## config.mk

```make
export PLATFORM = sky130hd
export DESIGN_NAME = row_blitter
export DESIGN_NICKNAME = d
export VERILOG_FILES = /design/src/rtl/blit_pkg.sv /design/src/rtl/blit_cursor.sv /design/src/rtl/blit_pixel.sv /design/src/rtl/blit_fsm.sv /design/src/rtl/row_blitter.sv
export SDC_FILE = /design/constraint.sdc
export NUM_CORES = 1
export LEC_CHECK = 0
export ABC_CLOCK_PERIOD_IN_PS = 3300
export BUFFER_PORTS_ARGS = -buffer_cell sky130_fd_sc_hd__buf_2
export CAP_MARGIN = 10
export CELL_PAD_IN_SITES_DETAIL_PLACEMENT = 1
export CELL_PAD_IN_SITES_GLOBAL_PLACEMENT = 2
export CORE_UTILIZATION = 35
export CTS_BUF_LIST = sky130_fd_sc_hd__clkbuf_2
export CTS_CLUSTER_SIZE = 30
export DETAILED_ROUTE_END_ITERATION = 10
export PLACE_DENSITY_LB_ADDON = 0.15
export SETUP_SLACK_MARGIN = 0.15
export SLEW_MARGIN = 20
export SYNTH_ARGS = -nofsm -noshare
export SYNTH_HDL_FRONTEND = slang
export SYNTH_SLANG_ARGS = --single-unit
```

## constraint.sdc

```tcl
create_clock -name clk -period 3.3 [get_ports clk]
set_input_delay 0.33 -clock clk [delete_from_list [all_inputs] [get_ports clk]]
set_output_delay 0.33 -clock clk [all_outputs]
set_load 0.01 [all_outputs]
```

## src/rtl/blit_pkg.sv

```systemverilog
package blit_pkg;

    typedef enum logic [1:0] {
        ST_IDLE   = 2'd0,
        ST_FETCH  = 2'd1,
        ST_PUT_LO = 2'd2,
        ST_PUT_HI = 2'd3
    } blit_state_e;

    localparam logic REGION_MAIN  = 1'b0;
    localparam logic REGION_VIDEO = 1'b1;

endpackage

```

## src/rtl/blit_cursor.sv

```systemverilog
module blit_cursor #(
    parameter int ADDR_W = 16,
    parameter int LEN_W  = 8,
    parameter int PIX_W  = 8
) (
    input  logic              clk,
    input  logic              rst_n,
    input  logic              load,
    input  logic [ADDR_W-1:0] src_in,
    input  logic              src_vid_in,
    input  logic [ADDR_W-1:0] dst_in,
    input  logic              dst_vid_in,
    input  logic [LEN_W-1:0]  len_in,
    input  logic [PIX_W-1:0]  key_in,
    input  logic              adv_src,
    input  logic              adv_dst,
    output logic [ADDR_W-1:0] src_addr,
    output logic              src_vid,
    output logic [ADDR_W-1:0] dst_addr,
    output logic              dst_vid,
    output logic [PIX_W-1:0]  key,
    output logic              last_px
);
    localparam logic [ADDR_W-1:0] PAIR_STEP = ADDR_W'(2);
    localparam logic [ADDR_W-1:0] BYTE_STEP = ADDR_W'(1);
    localparam logic [LEN_W-1:0]  ONE_LEFT  = LEN_W'(1);

    logic [LEN_W-1:0] left_q;

    always_ff @(posedge clk or negedge rst_n) begin
        if (!rst_n) begin
            src_addr <= '0;
            dst_addr <= '0;
            src_vid  <= 1'b0;
            dst_vid  <= 1'b0;
            key      <= '0;
            left_q   <= '0;
        end else if (load) begin
            src_addr <= src_in;
            dst_addr <= dst_in;
            src_vid  <= src_vid_in;
            dst_vid  <= dst_vid_in;
            key      <= key_in;
            left_q   <= len_in;
        end else begin
            if (adv_src) begin
                src_addr <= src_addr + PAIR_STEP;
            end
            if (adv_dst) begin
                dst_addr <= dst_addr + BYTE_STEP;
                left_q   <= left_q - ONE_LEFT;
            end
        end
    end

    assign last_px = (left_q == ONE_LEFT);

endmodule

```

## src/rtl/blit_pixel.sv

```systemverilog
module blit_pixel #(
    parameter int PIX_W = 8
) (
    input  logic               clk,
    input  logic               rst_n,
    input  logic               capture,
    input  logic [2*PIX_W-1:0] rdata,
    input  logic               sel_hi,
    input  logic [PIX_W-1:0]   key,
    output logic [PIX_W-1:0]   pixel,
    output logic               transparent
);
    logic [2*PIX_W-1:0] pair_q;

    always_ff @(posedge clk or negedge rst_n) begin
        if (!rst_n) begin
            pair_q <= '0;
        end else if (capture) begin
            pair_q <= rdata;
        end
    end

    always_comb begin
        pixel       = sel_hi ? pair_q[2*PIX_W-1:PIX_W] : pair_q[PIX_W-1:0];
        transparent = (pixel == key);
    end

endmodule

```

## src/rtl/blit_fsm.sv

```systemverilog
module blit_fsm
    import blit_pkg::*;
(
    input  logic        clk,
    input  logic        rst_n,
    input  logic        start,
    input  logic        len_zero,
    input  logic        slot_free,
    input  logic        src_vid,
    input  logic        dst_vid,
    input  logic        transparent,
    input  logic        last_px,
    output blit_state_e state,
    output logic        load,
    output logic        capture,
    output logic        adv_src,
    output logic        adv_dst,
    output logic        sel_hi,
    output logic        req,
    output logic        we,
    output logic        stall,
    output logic        busy,
    output logic        done
);
    blit_state_e next_state;
    logic        done_d;
    logic        src_ok;
    logic        dst_ok;
    logic        put_ok;

    always_ff @(posedge clk or negedge rst_n) begin
        if (!rst_n) begin
            state <= ST_IDLE;
            done  <= 1'b0;
        end else begin
            state <= next_state;
            done  <= done_d;
        end
    end

    always_comb begin
        src_ok     = src_vid | slot_free;
        dst_ok     = dst_vid | slot_free;
        put_ok     = transparent | dst_ok;
        next_state = state;
        done_d     = 1'b0;
        load       = 1'b0;
        capture    = 1'b0;
        adv_src    = 1'b0;
        adv_dst    = 1'b0;
        sel_hi     = 1'b0;
        req        = 1'b0;
        we         = 1'b0;
        stall      = 1'b0;
        busy       = (state != ST_IDLE);
        unique case (state)
            ST_IDLE: begin
                if (start) begin
                    load = 1'b1;
                    if (len_zero) begin
                        done_d = 1'b1;
                    end else begin
                        next_state = ST_FETCH;
                    end
                end
            end
            ST_FETCH: begin
                req   = src_ok;
                stall = !src_ok;
                if (src_ok) begin
                    capture    = 1'b1;
                    adv_src    = 1'b1;
                    next_state = ST_PUT_LO;
                end
            end
            ST_PUT_LO, ST_PUT_HI: begin
                sel_hi = (state == ST_PUT_HI);
                we     = 1'b1;
                req    = !transparent && dst_ok;
                stall  = !put_ok;
                if (put_ok) begin
                    adv_dst = 1'b1;
                    if (last_px) begin
                        next_state = ST_IDLE;
                        done_d     = 1'b1;
                    end else if (state == ST_PUT_LO) begin
                        next_state = ST_PUT_HI;
                    end else begin
                        next_state = ST_FETCH;
                    end
                end
            end
            default: begin
                next_state = ST_IDLE;
            end
        endcase
    end

endmodule

```

## src/rtl/row_blitter.sv

```systemverilog
module row_blitter
    import blit_pkg::*;
#(
    parameter int ADDR_W = 16,
    parameter int LEN_W  = 8,
    parameter int PIX_W  = 8
) (
    input  logic               clk,
    input  logic               rst_n,
    input  logic               cmd_start,
    input  logic [ADDR_W-1:0]  cmd_src,
    input  logic               cmd_src_vid,
    input  logic [ADDR_W-1:0]  cmd_dst,
    input  logic               cmd_dst_vid,
    input  logic [LEN_W-1:0]   cmd_len,
    input  logic [PIX_W-1:0]   cmd_key,
    output logic               busy,
    output logic               done,
    input  logic               slot_free,
    output logic               mem_req,
    output logic               mem_we,
    output logic               mem_region,
    output logic [ADDR_W-1:0]  mem_addr,
    output logic [PIX_W-1:0]   mem_wdata,
    input  logic [2*PIX_W-1:0] mem_rdata
);
    blit_state_e       state;
    logic              load_w;
    logic              capture_w;
    logic              adv_src_w;
    logic              adv_dst_w;
    logic              sel_hi_w;
    logic              stall_w;
    logic              last_px_w;
    logic              transparent_w;
    logic              src_vid_q;
    logic              dst_vid_q;
    logic [ADDR_W-1:0] src_addr_q;
    logic [ADDR_W-1:0] dst_addr_q;
    logic [PIX_W-1:0]  key_q;
    logic [PIX_W-1:0]  pixel_w;

    blit_cursor #(
        .ADDR_W (ADDR_W),
        .LEN_W  (LEN_W),
        .PIX_W  (PIX_W)
    ) cursor_i (
        .clk        (clk),
        .rst_n      (rst_n),
        .load       (load_w),
        .src_in     (cmd_src),
        .src_vid_in (cmd_src_vid),
        .dst_in     (cmd_dst),
        .dst_vid_in (cmd_dst_vid),
        .len_in     (cmd_len),
        .key_in     (cmd_key),
        .adv_src    (adv_src_w),
        .adv_dst    (adv_dst_w),
        .src_addr   (src_addr_q),
        .src_vid    (src_vid_q),
        .dst_addr   (dst_addr_q),
        .dst_vid    (dst_vid_q),
        .key        (key_q),
        .last_px    (last_px_w)
    );

    blit_pixel #(
        .PIX_W (PIX_W)
    ) pixel_i (
        .clk         (clk),
        .rst_n       (rst_n),
        .capture     (capture_w),
        .rdata       (mem_rdata),
        .sel_hi      (sel_hi_w),
        .key         (key_q),
        .pixel       (pixel_w),
        .transparent (transparent_w)
    );

    blit_fsm fsm_i (
        .clk         (clk),
        .rst_n       (rst_n),
        .start       (cmd_start),
        .len_zero    (cmd_len == '0),
        .slot_free   (slot_free),
        .src_vid     (src_vid_q),
        .dst_vid     (dst_vid_q),
        .transparent (transparent_w),
        .last_px     (last_px_w),
        .state       (state),
        .load        (load_w),
        .capture     (capture_w),
        .adv_src     (adv_src_w),
        .adv_dst     (adv_dst_w),
        .sel_hi      (sel_hi_w),
        .req         (mem_req),
        .we          (mem_we),
        .stall       (stall_w),
        .busy        (busy),
        .done        (done)
    );

    always_comb begin
        if (state == ST_FETCH) begin
            mem_addr   = src_addr_q;
            mem_region = src_vid_q ? REGION_VIDEO : REGION_MAIN;
        end else begin
            mem_addr   = dst_addr_q;
            mem_region = dst_vid_q ? REGION_VIDEO : REGION_MAIN;
        end
        mem_wdata = pixel_w;
    end

endmodule

```

---- Yosys cells after proc, flatten, opt, wreduce, memory -nomap -nowiden ----
Cells that the tools add are included.
operators by class
  $mul .................................... 0
  $add $sub $neg .......................... 3
  reductions and logical operators ........ 9
  order comparisons ....................... 0
  multiplexer cells ....................... 32
  shift-type cells ........................ 0
  bitwise gates (word level) .............. 3
  equal/unequal tests ..................... 9
  div/mod/pow operators ................... 0
operators with widths
  cell                                                    count
  2-to-1 mux 16 bit                                       5
  2-to-1 mux 8 bit                                        3
  adder 16 x 1 -> 16 bit (second input constant)          1
  adder 16 x 2 -> 16 bit (second input constant)          1
  2-to-1 mux 1 bit                                        15
  2-to-1 mux 2 bit                                        6
  == test 8 x 1 -> 1 bit (second input constant)          1
  == test 8 bit                                           1
  logical NOT 8 bit                                       1
  subtractor 8 x 1 -> 8 bit (second input constant)       1
  one-hot mux 2 bit (3 select lines)                      1
  nonzero test 2 bit                                      3
  == test 2 bit (second input constant)                   2
  inequality test 2 x 1 -> 1 bit (second input constant)  2
  inequality test 2 bit (second input constant)           2
  one-hot mux 1 bit (2 select lines)                      2
  AND reduction 4 bit                                     1
  OR 1 bit                                                3
  == test 2 x 1 -> 1 bit (second input constant)          1
  logical NOT 2 bit                                       1
  OR reduction 2 bit                                      1
  logical AND 1 bit                                       1
  logical NOT 1 bit                                       1
word-level totals
  ROM bits ................................ 0
  register bits after elaboration ......... 69
  output and inout port bits .............. 29
  input bits .............................. 70
  word-level logic and storage cells ...... 65
  memories ................................ 0
  RAM bits ................................ 0
  bits in latches ......................... 0

---- Longest topological paths before layout ----
Gate-level depths: netlist of run 1.
  depth after elaboration ................. 10
  mapped depth ............................ 8
  mapped depth without buffers ............ 7

---- By module ----
A second synthesis of run 1 with hierarchy kept.
unflattened totals
  cell total of the unflattened synthesis .. 360
  area, all modules ....................... 3907.5 um2
by module, submodules not included
  module       cells each  area an instance (um2)  sequential area each (um2)  instances
  blit_cursor  257         2570.0                  1251.2                      1
  blit_pixel   54          813.3                   400.4                       1
  row_blitter  23          292.8                   0.0                         1
  blit_fsm     26          231.5                   75.1                        1

---- Worst setup path after synthesis of run 1 ----
OpenSTA, ideal clock, no wires.
  path kind ............................... register -> register
  start point ............................. register pixel_i.pair_q[15]
  end point ............................... register cursor_i.left_q[4]
  path buffers ............................ 1
  cell stages (with the launch flop) ...... 8
  arrival time ............................ 2088 ps
  setup time .............................. 118 ps
  period minus slack after synthesis ...... 2206 ps
  setup slack ............................. 1094 ps
  data required time ...................... 3182 ps
  cell sequence ........................... dfrtp_1 xor2_1 nor4_2 a21oi_2 or3b_4 buf_6 mux2_4 a21o_1
on the way
  longest elaborated chain between the ends .. 6
ends and longest elaborated chain
  element                              RTL line           text
  from (decl)                          blit_pixel.sv:13   logic [2*PIX_W-1:0] pair_q;
  from (signal assigned)               blit_pixel.sv:19   pair_q <= rdata;
  2-to-1 mux 8 bit                     blit_pixel.sv:24   pixel = sel_hi ? pair_q[2*PIX_W-1:PIX_W] : pair_q[PIX_W-1:0];
  == test 8 bit                        blit_pixel.sv:25   transparent = (pixel == key);
  OR 1 bit                             blit_fsm.sv:44     put_ok = transparent | dst_ok;
  2-to-1 mux 1 bit                     blit_fsm.sv:81     if (put_ok) begin
  2-to-1 mux 1 bit                     blit_fsm.sv:56     unique case (state)
  nonzero test 2 bit (no source line)  --
  to (signal assigned)                 blit_cursor.sv:44  left_q <= len_in;
  to (signal assigned)                 blit_cursor.sv:51  left_q <= left_q - ONE_LEFT;
  to (decl)                            blit_cursor.sv:28  logic [LEN_W-1:0] left_q;
No other way between the ends.
A chain may end at the register's enable or synchronous reset.

---- Worst setup path after layout of run 1 ----
  start point ............................. register fsm_i.state[1]
  end point ............................... output port mem_req
on the way
  longest elaborated chain between the ends .. 8
  elaborated cells between the ends (all ways) .. 10
  those cells by class .................... eq/ne: 4; mux: 3; reduce/logical: 3
ends and longest elaborated chain
  element                               RTL line                        text
  from (decl)                           blit_fsm.sv:13                  output blit_state_e state,
  from (signal assigned)                blit_fsm.sv:36                  state <= next_state;
  == test 2 bit (on tied branches)      blit_fsm.sv:56, blit_fsm.sv:77
  OR reduction 2 bit                    blit_fsm.sv:56
  2-to-1 mux 1 bit                      blit_fsm.sv:56
  2-to-1 mux 8 bit                      blit_pixel.sv:24
  == test 8 bit                         blit_pixel.sv:25
  logical NOT 1 bit                     blit_fsm.sv:79                  req = !transparent && dst_ok;
  logical AND 1 bit                     blit_fsm.sv:79
  one-hot mux 1 bit (2 select lines) *  blit_fsm.sv:56
  to (decl)                             row_blitter.sv:20               output logic mem_req,
Mark *: on every way between the ends. The rest lies on a longest branch, timed or not.

==> impl_metrics.env, run 1 <==
export IMPL_status="completed"
export IMPL_grtUsageMet3_pct=3.65
export IMPL_multi_input_area_sq_um=2150
export IMPL_die_area_sq_um=11900
export IMPL_netlist_area_sq_um=4010
export IMPL_htree_levels=3
export IMPL_setup_viol=0
export IMPL_use_met1_pct=30.4
export IMPL_synth_xor_area_share_pct=7.65
export IMPL_critical_path_class="register to output port"
export IMPL_synth_cells=465
export IMPL_drt_iter0_drc=127
export IMPL_drt_pass1_iter_count=4
export IMPL_synth_top_area_share_pct=43.1
export IMPL_fin_worst_skew_ps=29.9
export IMPL_worst_pin_slew_ps=865
export IMPL_hpwlAfterDp_um=8940
export IMPL_yosys_area_share_simple_pct=26.1
export IMPL_synth_warnings=0
export IMPL_synth_seq_cells=69
export IMPL_crit_arrival_ps=2470
export IMPL_path_clk_slew_ps=190
export IMPL_syn_num_nets=539
export IMPL_num_rows=38
export IMPL_async_reset_ff_share_pct=100
export IMPL_via_count=3839
export IMPL_ys_seq_area_share_pct=43.1
export IMPL_cts_buffers=9
export IMPL_seqCellArea_sq_um=1730
export IMPL_synth_edf_count=0
export IMPL_nets=666
export IMPL_endpoint_kind="output port"
export IMPL_drc=0
export IMPL_min_period_ps=2800
export IMPL_gp_congestion=0.772
export IMPL_fmax_mhz=357
export IMPL_avgViaCountPerCell=5.22
export IMPL_hold_path_class="input pin to register"
export IMPL_synth_flop_cell="dfrtp_1"
export IMPL_slew_limit_headroom_pct=42.3
export IMPL_grt_busiest_layer="met2"
export IMPL_ios=99
export IMPL_start_util_pct=36.5
export IMPL_grtUsageMet2_pct=37.7
export IMPL_syn2layout_area_growth_pct=28.7
export IMPL_first_global_vias=4007
export IMPL_grt_max_degree=47
export IMPL_slew_viol_final=0
export IMPL_grt_antenna_before_repair=0
export IMPL_post_route_period_util_pct=84.9
export IMPL_fp_dieW_um=109
export IMPL_n_antenna_cell=0
export IMPL_critPathMaxFanout=18
export IMPL_yosys_area_top_type="dfrtp_1"
export IMPL_p_leak_nw=2.38
export IMPL_grt_overflow=0
export IMPL_synth_top_family_by_area="simple AND/OR/NAND/NOR gates"
export IMPL_hold_viol=0
export IMPL_stdcell_count=736
export IMPL_ant_nets=0
export IMPL_cts_root_buf="clkbuf_2"
export IMPL_start_kind="register"
export IMPL_synth_avg_cell_area_sq_um=8.62
export IMPL_clk_latency_ps=520
export IMPL_synth_distinct_cells=54
export IMPL_core_sq_um=11000
export IMPL_grt_pass1_wl_um=20200
export IMPL_synth_fa_ha_area_share_pct=1.25
export IMPL_drive_gt1_share_pct=25.2
export IMPL_routed_wl_um=12600
export IMPL_wl_per_cell_um=17.1
export IMPL_cts_sinks=69
export IMPL_place_inst=683
export IMPL_rsz0062_at_grt="no"
export IMPL_clock_path_buffers=2
export IMPL_cts_resized_gates=0
export IMPL_hold_buffers=36
export IMPL_synthTopCellsByArea="dfrtp_1 43%, nand2_1 12%, mux2_2 6.2%"
export IMPL_cts_tree="built"
export IMPL_grtUsageTotal_pct=22.6
export IMPL_required_ps=2970
export IMPL_synth_compound_area_share_pct=11.0
export IMPL_die_height_um=109
export IMPL_peakVddDrop_mv=0.320
export IMPL_setup_tns_ps=0
export IMPL_post_cts_buffers=0
export IMPL_nFillCells=1339
export IMPL_power_density_nw_per_um2=912
export IMPL_synth_mux_area_share_pct=7.31
export IMPL_port_buffers=98
export IMPL_cap_violations=0
[registers in the layout (all words and copies together) (netlist names)]
name / count
pixel_i.pair_q: 16
cursor_i.key: 8
fsm_i.done: 1
fsm_i.state: 2
cursor_i.src_vid: 1
cursor_i.src_addr: 16
cursor_i.left_q: 8
cursor_i.dst_vid: 1
cursor_i.dst_addr: 16
[where the power goes]
group / switching [W] / leakage (nW) / internal, W / total [W]
sequential: 0.000492 / 0.833 / 0.00124 / 0.00173
combinational: 0.00128 / 1.46 / 0.00106 / 0.00235
clock: 0.000312 / 0.0868 / 0.000317 / 0.000628
total: 0.00209 / 2.38 / 0.00262 / 0.00470
[synthesized netlist by cell type, types with 2 or more instances]
cell type	count
a211o_1	2
nor4b_1	5
buf_1	3
inv_1	10
a21oi_1	15
nor2_1	29
clkbuf_1	23
o21ai_0	26
nand2_1	128
nand4_1	8
xor2_1	10
nor3_1	9
xnor2_1	25
dfrtp_1	69
o31ai_1	2
nor4_1	10
mux2_2	22
or3_1	2
a31oi_1	2
o211ai_1	2
ha_1	4
nor4_2	3
nand3_1	12
a221o_1	7
and3_1	6
mux2i_1	3
[kinds of logic after synthesis]
kind of cell               Yosys count
muxes                               26
and+or+nand+nor                    225
adders and majority gates            4
DFF                                 69
buffers and inverters               37
AOI/OAI and AO/OA                   69
xor gates and xnor gates            35
[cells in the final DEF, fill, tap and decap left out, types with 4 or more instances in the layout]
cell type / Yosys / layout
clkbuf_2: 0 / 9
nand2_1: 128 / 128
dlygate4sd3_1: 0 / 38
nor4b_1: 5 / 5
nor3_1: 9 / 9
a221o_1: 7 / 7
nor4_1: 10 / 10
xnor2_1: 25 / 25
buf_4: 0 / 7
nand3_1: 12 / 12
and3_1: 6 / 6
nand4_1: 8 / 8
ha_1: 4 / 4
dfrtp_1: 69 / 69
o21ai_0: 26 / 26
inv_1: 10 / 10
nor2_1: 29 / 29
buf_2: 0 / 98
a21oi_1: 15 / 15
xor2_1: 10 / 10
mux2_2: 22 / 22
[per-stage QoR]
stage               hold slack [ps]  util, %  setup WS [ps]  total power (W)  cell area (sq um)
floorplan                      34.4        -           1090          0.00325               4010
global route                   7.47     47.0            302          0.00509               5160
CTS                            1.01     46.8            453          0.00475               5140
global placement                361     42.1            851          0.00398               4620
detailed placement              369     42.2            758          0.00407               4630
finish                         31.2     47.0            498          0.00470               5160
[per-layer routing]
layer  routed length, um  up-vias  share of wire [%]
li1                    -     1862                  -
met1                5970     1879                 47
met2                6030       85                 48
met3                 466       13                3.7
met4                 132        0                1.0
met5                   0        -                  0
[worst max-delay path, cell delays in order, from the launching register on]
cell and delay [ps]:
dfrtp_1 760, nand2_1 420, inv_1 210, nand3_1 120
o21ai_0 110, o21ai_0 120, buf_2 200
[area by class of cell]
cell class	instances	share of cell area, %
tap	140	3.40
clock inverter	6	1.99
clock buffer	9	0.873
multi-input combinational	359	41.6
timing repair buffer	143	17.9
sequential	69	33.5
inverter	10	0.728
[final timing paths]
path                                                  start                                end  slack [ps]  cells after the start
max                              fsm_i.state[1]$_DFFE_PN0P_                            mem_req         500                      6
min                                              cmd_src[6]   cursor_i.src_addr[6]$_DFFE_PN0P_          30                      3
max reg2reg                   pixel_i.pair_q[2]$_DFFE_PN0P_     cursor_i.left_q[7]$_DFFE_PN0P_         730                      6
min reg2reg                cursor_i.src_addr[0]$_DFFE_PN0P_   cursor_i.src_addr[0]$_DFFE_PN0P_         500                      2
max in group asynchronous                             rst_n  cursor_i.dst_addr[12]$_DFFE_PN0P_        2430                      3
min in group asynchronous                             rst_n       cursor_i.src_vid$_DFFE_PN0P_         320                      3
No activity file was read; power rests on OpenSTA's default activity.
==> run 2: changes to the inputs <==
--- a/config.mk
+++ b/config.mk
@@ -5,12 +5,12 @@
 export SDC_FILE = /design/constraint.sdc
 export NUM_CORES = 1
 export LEC_CHECK = 0
-export ABC_CLOCK_PERIOD_IN_PS = 3300
+export ABC_CLOCK_PERIOD_IN_PS = 2800
 export BUFFER_PORTS_ARGS = -buffer_cell sky130_fd_sc_hd__buf_2
 export CAP_MARGIN = 10
 export CELL_PAD_IN_SITES_DETAIL_PLACEMENT = 1
 export CELL_PAD_IN_SITES_GLOBAL_PLACEMENT = 2
-export CORE_UTILIZATION = 35
+export CORE_UTILIZATION = 32
 export CTS_BUF_LIST = sky130_fd_sc_hd__clkbuf_2
 export CTS_CLUSTER_SIZE = 30
 export DETAILED_ROUTE_END_ITERATION = 10
==> constraint.sdc (replaced) <==
create_clock -name clk -period 2.8 [get_ports clk]
set_input_delay 0.28 -clock clk [delete_from_list [all_inputs] [get_ports clk]]
set_output_delay 0.28 -clock clk [all_outputs]
set_load 0.01 [all_outputs]
==> impl_metrics.env, run 2 (synthesized netlist as in run 1, its figures left out) <==
export IMPL_regToRegStartpoint="pixel_i.pair_q[12]$_DFFE_PN0P_"
export IMPL_drive_gt1_share_pct=25.2
export IMPL_cts_tree="built"
export IMPL_hold_path_class="input pin to register"
export IMPL_cts_buffers=9
export IMPL_post_cts_buffers=0
export IMPL_grt_antenna_before_repair=0
export IMPL_die_height_um=114
export IMPL_p_leak_nw=2.47
export IMPL_grtUsageTotal_pct=21.1
export IMPL_clk_latency_ps=500
export IMPL_fin_worst_skew_ps=14.9
export IMPL_ant_nets=0
export IMPL_path_clk_slew_ps=190
export IMPL_slew_limit_headroom_pct=38.1
export IMPL_peakVddDrop_mv=0.462
export IMPL_cpPeakStageDelay_ps=460
export IMPL_r2r_setup_slack_ps=470
export IMPL_timing_critical_path_to="mem_req"
export IMPL_routed_wl_um=13000
export IMPL_wl_per_cell_um=16.4
export IMPL_slowest_stage="dfrtp_1"
export IMPL_start_kind="register"
export IMPL_cts_root_buf="clkbuf_2"
export IMPL_rsz0062_at_grt="no"
export IMPL_crit_buf_inv=1
export IMPL_via_count=3840
export IMPL_grt_pass1_wl_um=21100
export IMPL_die_area_sq_um=13000
export IMPL_required_ps=2520
export IMPL_place_inst=715
export IMPL_fp_dieW_um=114
export IMPL_cp_cell_sequence="xnor2_1 > nand4_1 > or3_4 > o21ai_1 > o21ai_0 > buf_2"
export IMPL_crit_arrival_ps=2180
export IMPL_hpwlAfterDp_um=9030
export IMPL_htree_levels=3
export IMPL_first_global_vias=4100
export IMPL_n_antenna_cell=0
export IMPL_drt_iter0_drc=173
export IMPL_crit_start="pixel_i.pair_q[2]$_DFFE_PN0P_"
export IMPL_core_sq_um=12100
export IMPL_power_density_nw_per_um2=1000
export IMPL_syn2layout_area_growth_pct=34.5
export IMPL_critPathMaxFanout=4
export IMPL_critical_path_class="register to output port"
export IMPL_grt_max_degree=70
export IMPL_gp_congestion=0.809
export IMPL_layout_common_cells="127 x nand2_1, 98 x buf_2, 69 x dfrtp_1"
export IMPL_slew_viol_final=0
export IMPL_num_rows=40
export IMPL_drt_pass1_iter_count=4
export IMPL_ios=99
export IMPL_stdcell_count=790
export IMPL_fmax_mhz=407
export IMPL_reg2reg_to="cursor_i.left_q[7]$_DFFE_PN0P_"
export IMPL_nFillCells=1506
export IMPL_seqCellArea_sq_um=1730
export IMPL_worst_pin_slew_ps=929
export IMPL_endpoint_kind="output port"
export IMPL_multi_input_area_sq_um=2160
export IMPL_start_util_pct=33.1
export IMPL_avgViaCountPerCell=4.86
export IMPL_port_buffers=98
export IMPL_post_route_period_util_pct=87.7
export IMPL_drc=0
export IMPL_path_delay_family="simple AND/OR/NAND/NOR gates"
export IMPL_reg_top3="cursor_i.dst_addr: 16 flops, cursor_i.src_addr: 16 flops, pixel_i.pair_q: 16 flops"
export IMPL_clock_path_buffers=2
export IMPL_worstHoldStart="cmd_len[5]"
export IMPL_setup_tns_ps=0
export IMPL_grt_overflow=0
export IMPL_final_common_cell="nand2_1"
export IMPL_hold_viol=0
export IMPL_hold_ws_ps=51.9
export IMPL_status="completed"
export IMPL_setup_viol=0
export IMPL_cap_violations=0
export IMPL_min_period_ps=2460
export IMPL_r2r_worst_path_cells=6
export IMPL_cts_sinks=69
export IMPL_crit_cells=6
export IMPL_nets=692
[run 2: cell type report]
class                      instances  area share, %
clock inverter                     3          0.255
timing repair buffer             169           22.0
multi-input combinational        359           40.0
tap                              168           3.90
clock buffer                      12           1.11
inverter                          10          0.696
sequential                        69           32.0
[run 2: power breakdown]
part           switching [W]  leakage (nW)  total (W)  internal [W]
registers           0.000577         0.833    0.00204       0.00146
clock network       0.000355        0.0592   0.000473      0.000118
logic                0.00158          1.58    0.00290       0.00132
[run 2: metrics by stage]
step / util (%) / setup slack, ps / instance area, sq um / total power, W
5_1_grt: 44.5 / 138 / 5390 / 0.00590
6_report: 44.5 / 343 / 5390 / 0.00541
4_1_cts: 44.4 / 175 / 5380 / 0.00543
3_5_place_dp: 38.8 / 434 / 4700 / 0.00487
2_1_floorplan: - / 594 / 4010 / 0.00383
3_3_place_gp: 38.8 / 550 / 4700 / 0.00479
[run 2: worst min-delay path by stage]
| stage | to | slack [ps] | cells past startpoint |
|---|---|---|---|
| after floorplan | cursor_i.dst_addr[0]$_DFFE_PN0P_ | -20 | 0 |
| after global placement | cursor_i.src_addr[0]$_DFFE_PN0P_ | 460 | 2 |
| after detailed placement | cursor_i.src_addr[0]$_DFFE_PN0P_ | 470 | 2 |
| after CTS | cursor_i.left_q[5]$_DFFE_PN0P_ | 10 | 3 |
| after global routing | cursor_i.dst_addr[1]$_DFFE_PN0P_ | 30 | 3 |
| final | cursor_i.left_q[5]$_DFFE_PN0P_ | 50 | 3 |
[run 2: timing repair]
action / in CTS / in global routing
endpoints found under the setup margin: 0 / 1
gates resized for setup: 0 / 4
hold buffers: 60 / 0
endpoints found under the hold margin: 128 / 0
[run 2: metal layers]
metal,vias up,wire [um],global-route usage (%)
met5,-,0,0
met4,0,111,7.10
met3,7,276,2.82
met2,71,6060,33.5
met1,1849,6530,29.7
li1,1913,-,-
[run 2: tightest hold or removal path: stages]
cell,delay (ps)
buf_2,90
nor2_1,50
a21oi_1,100
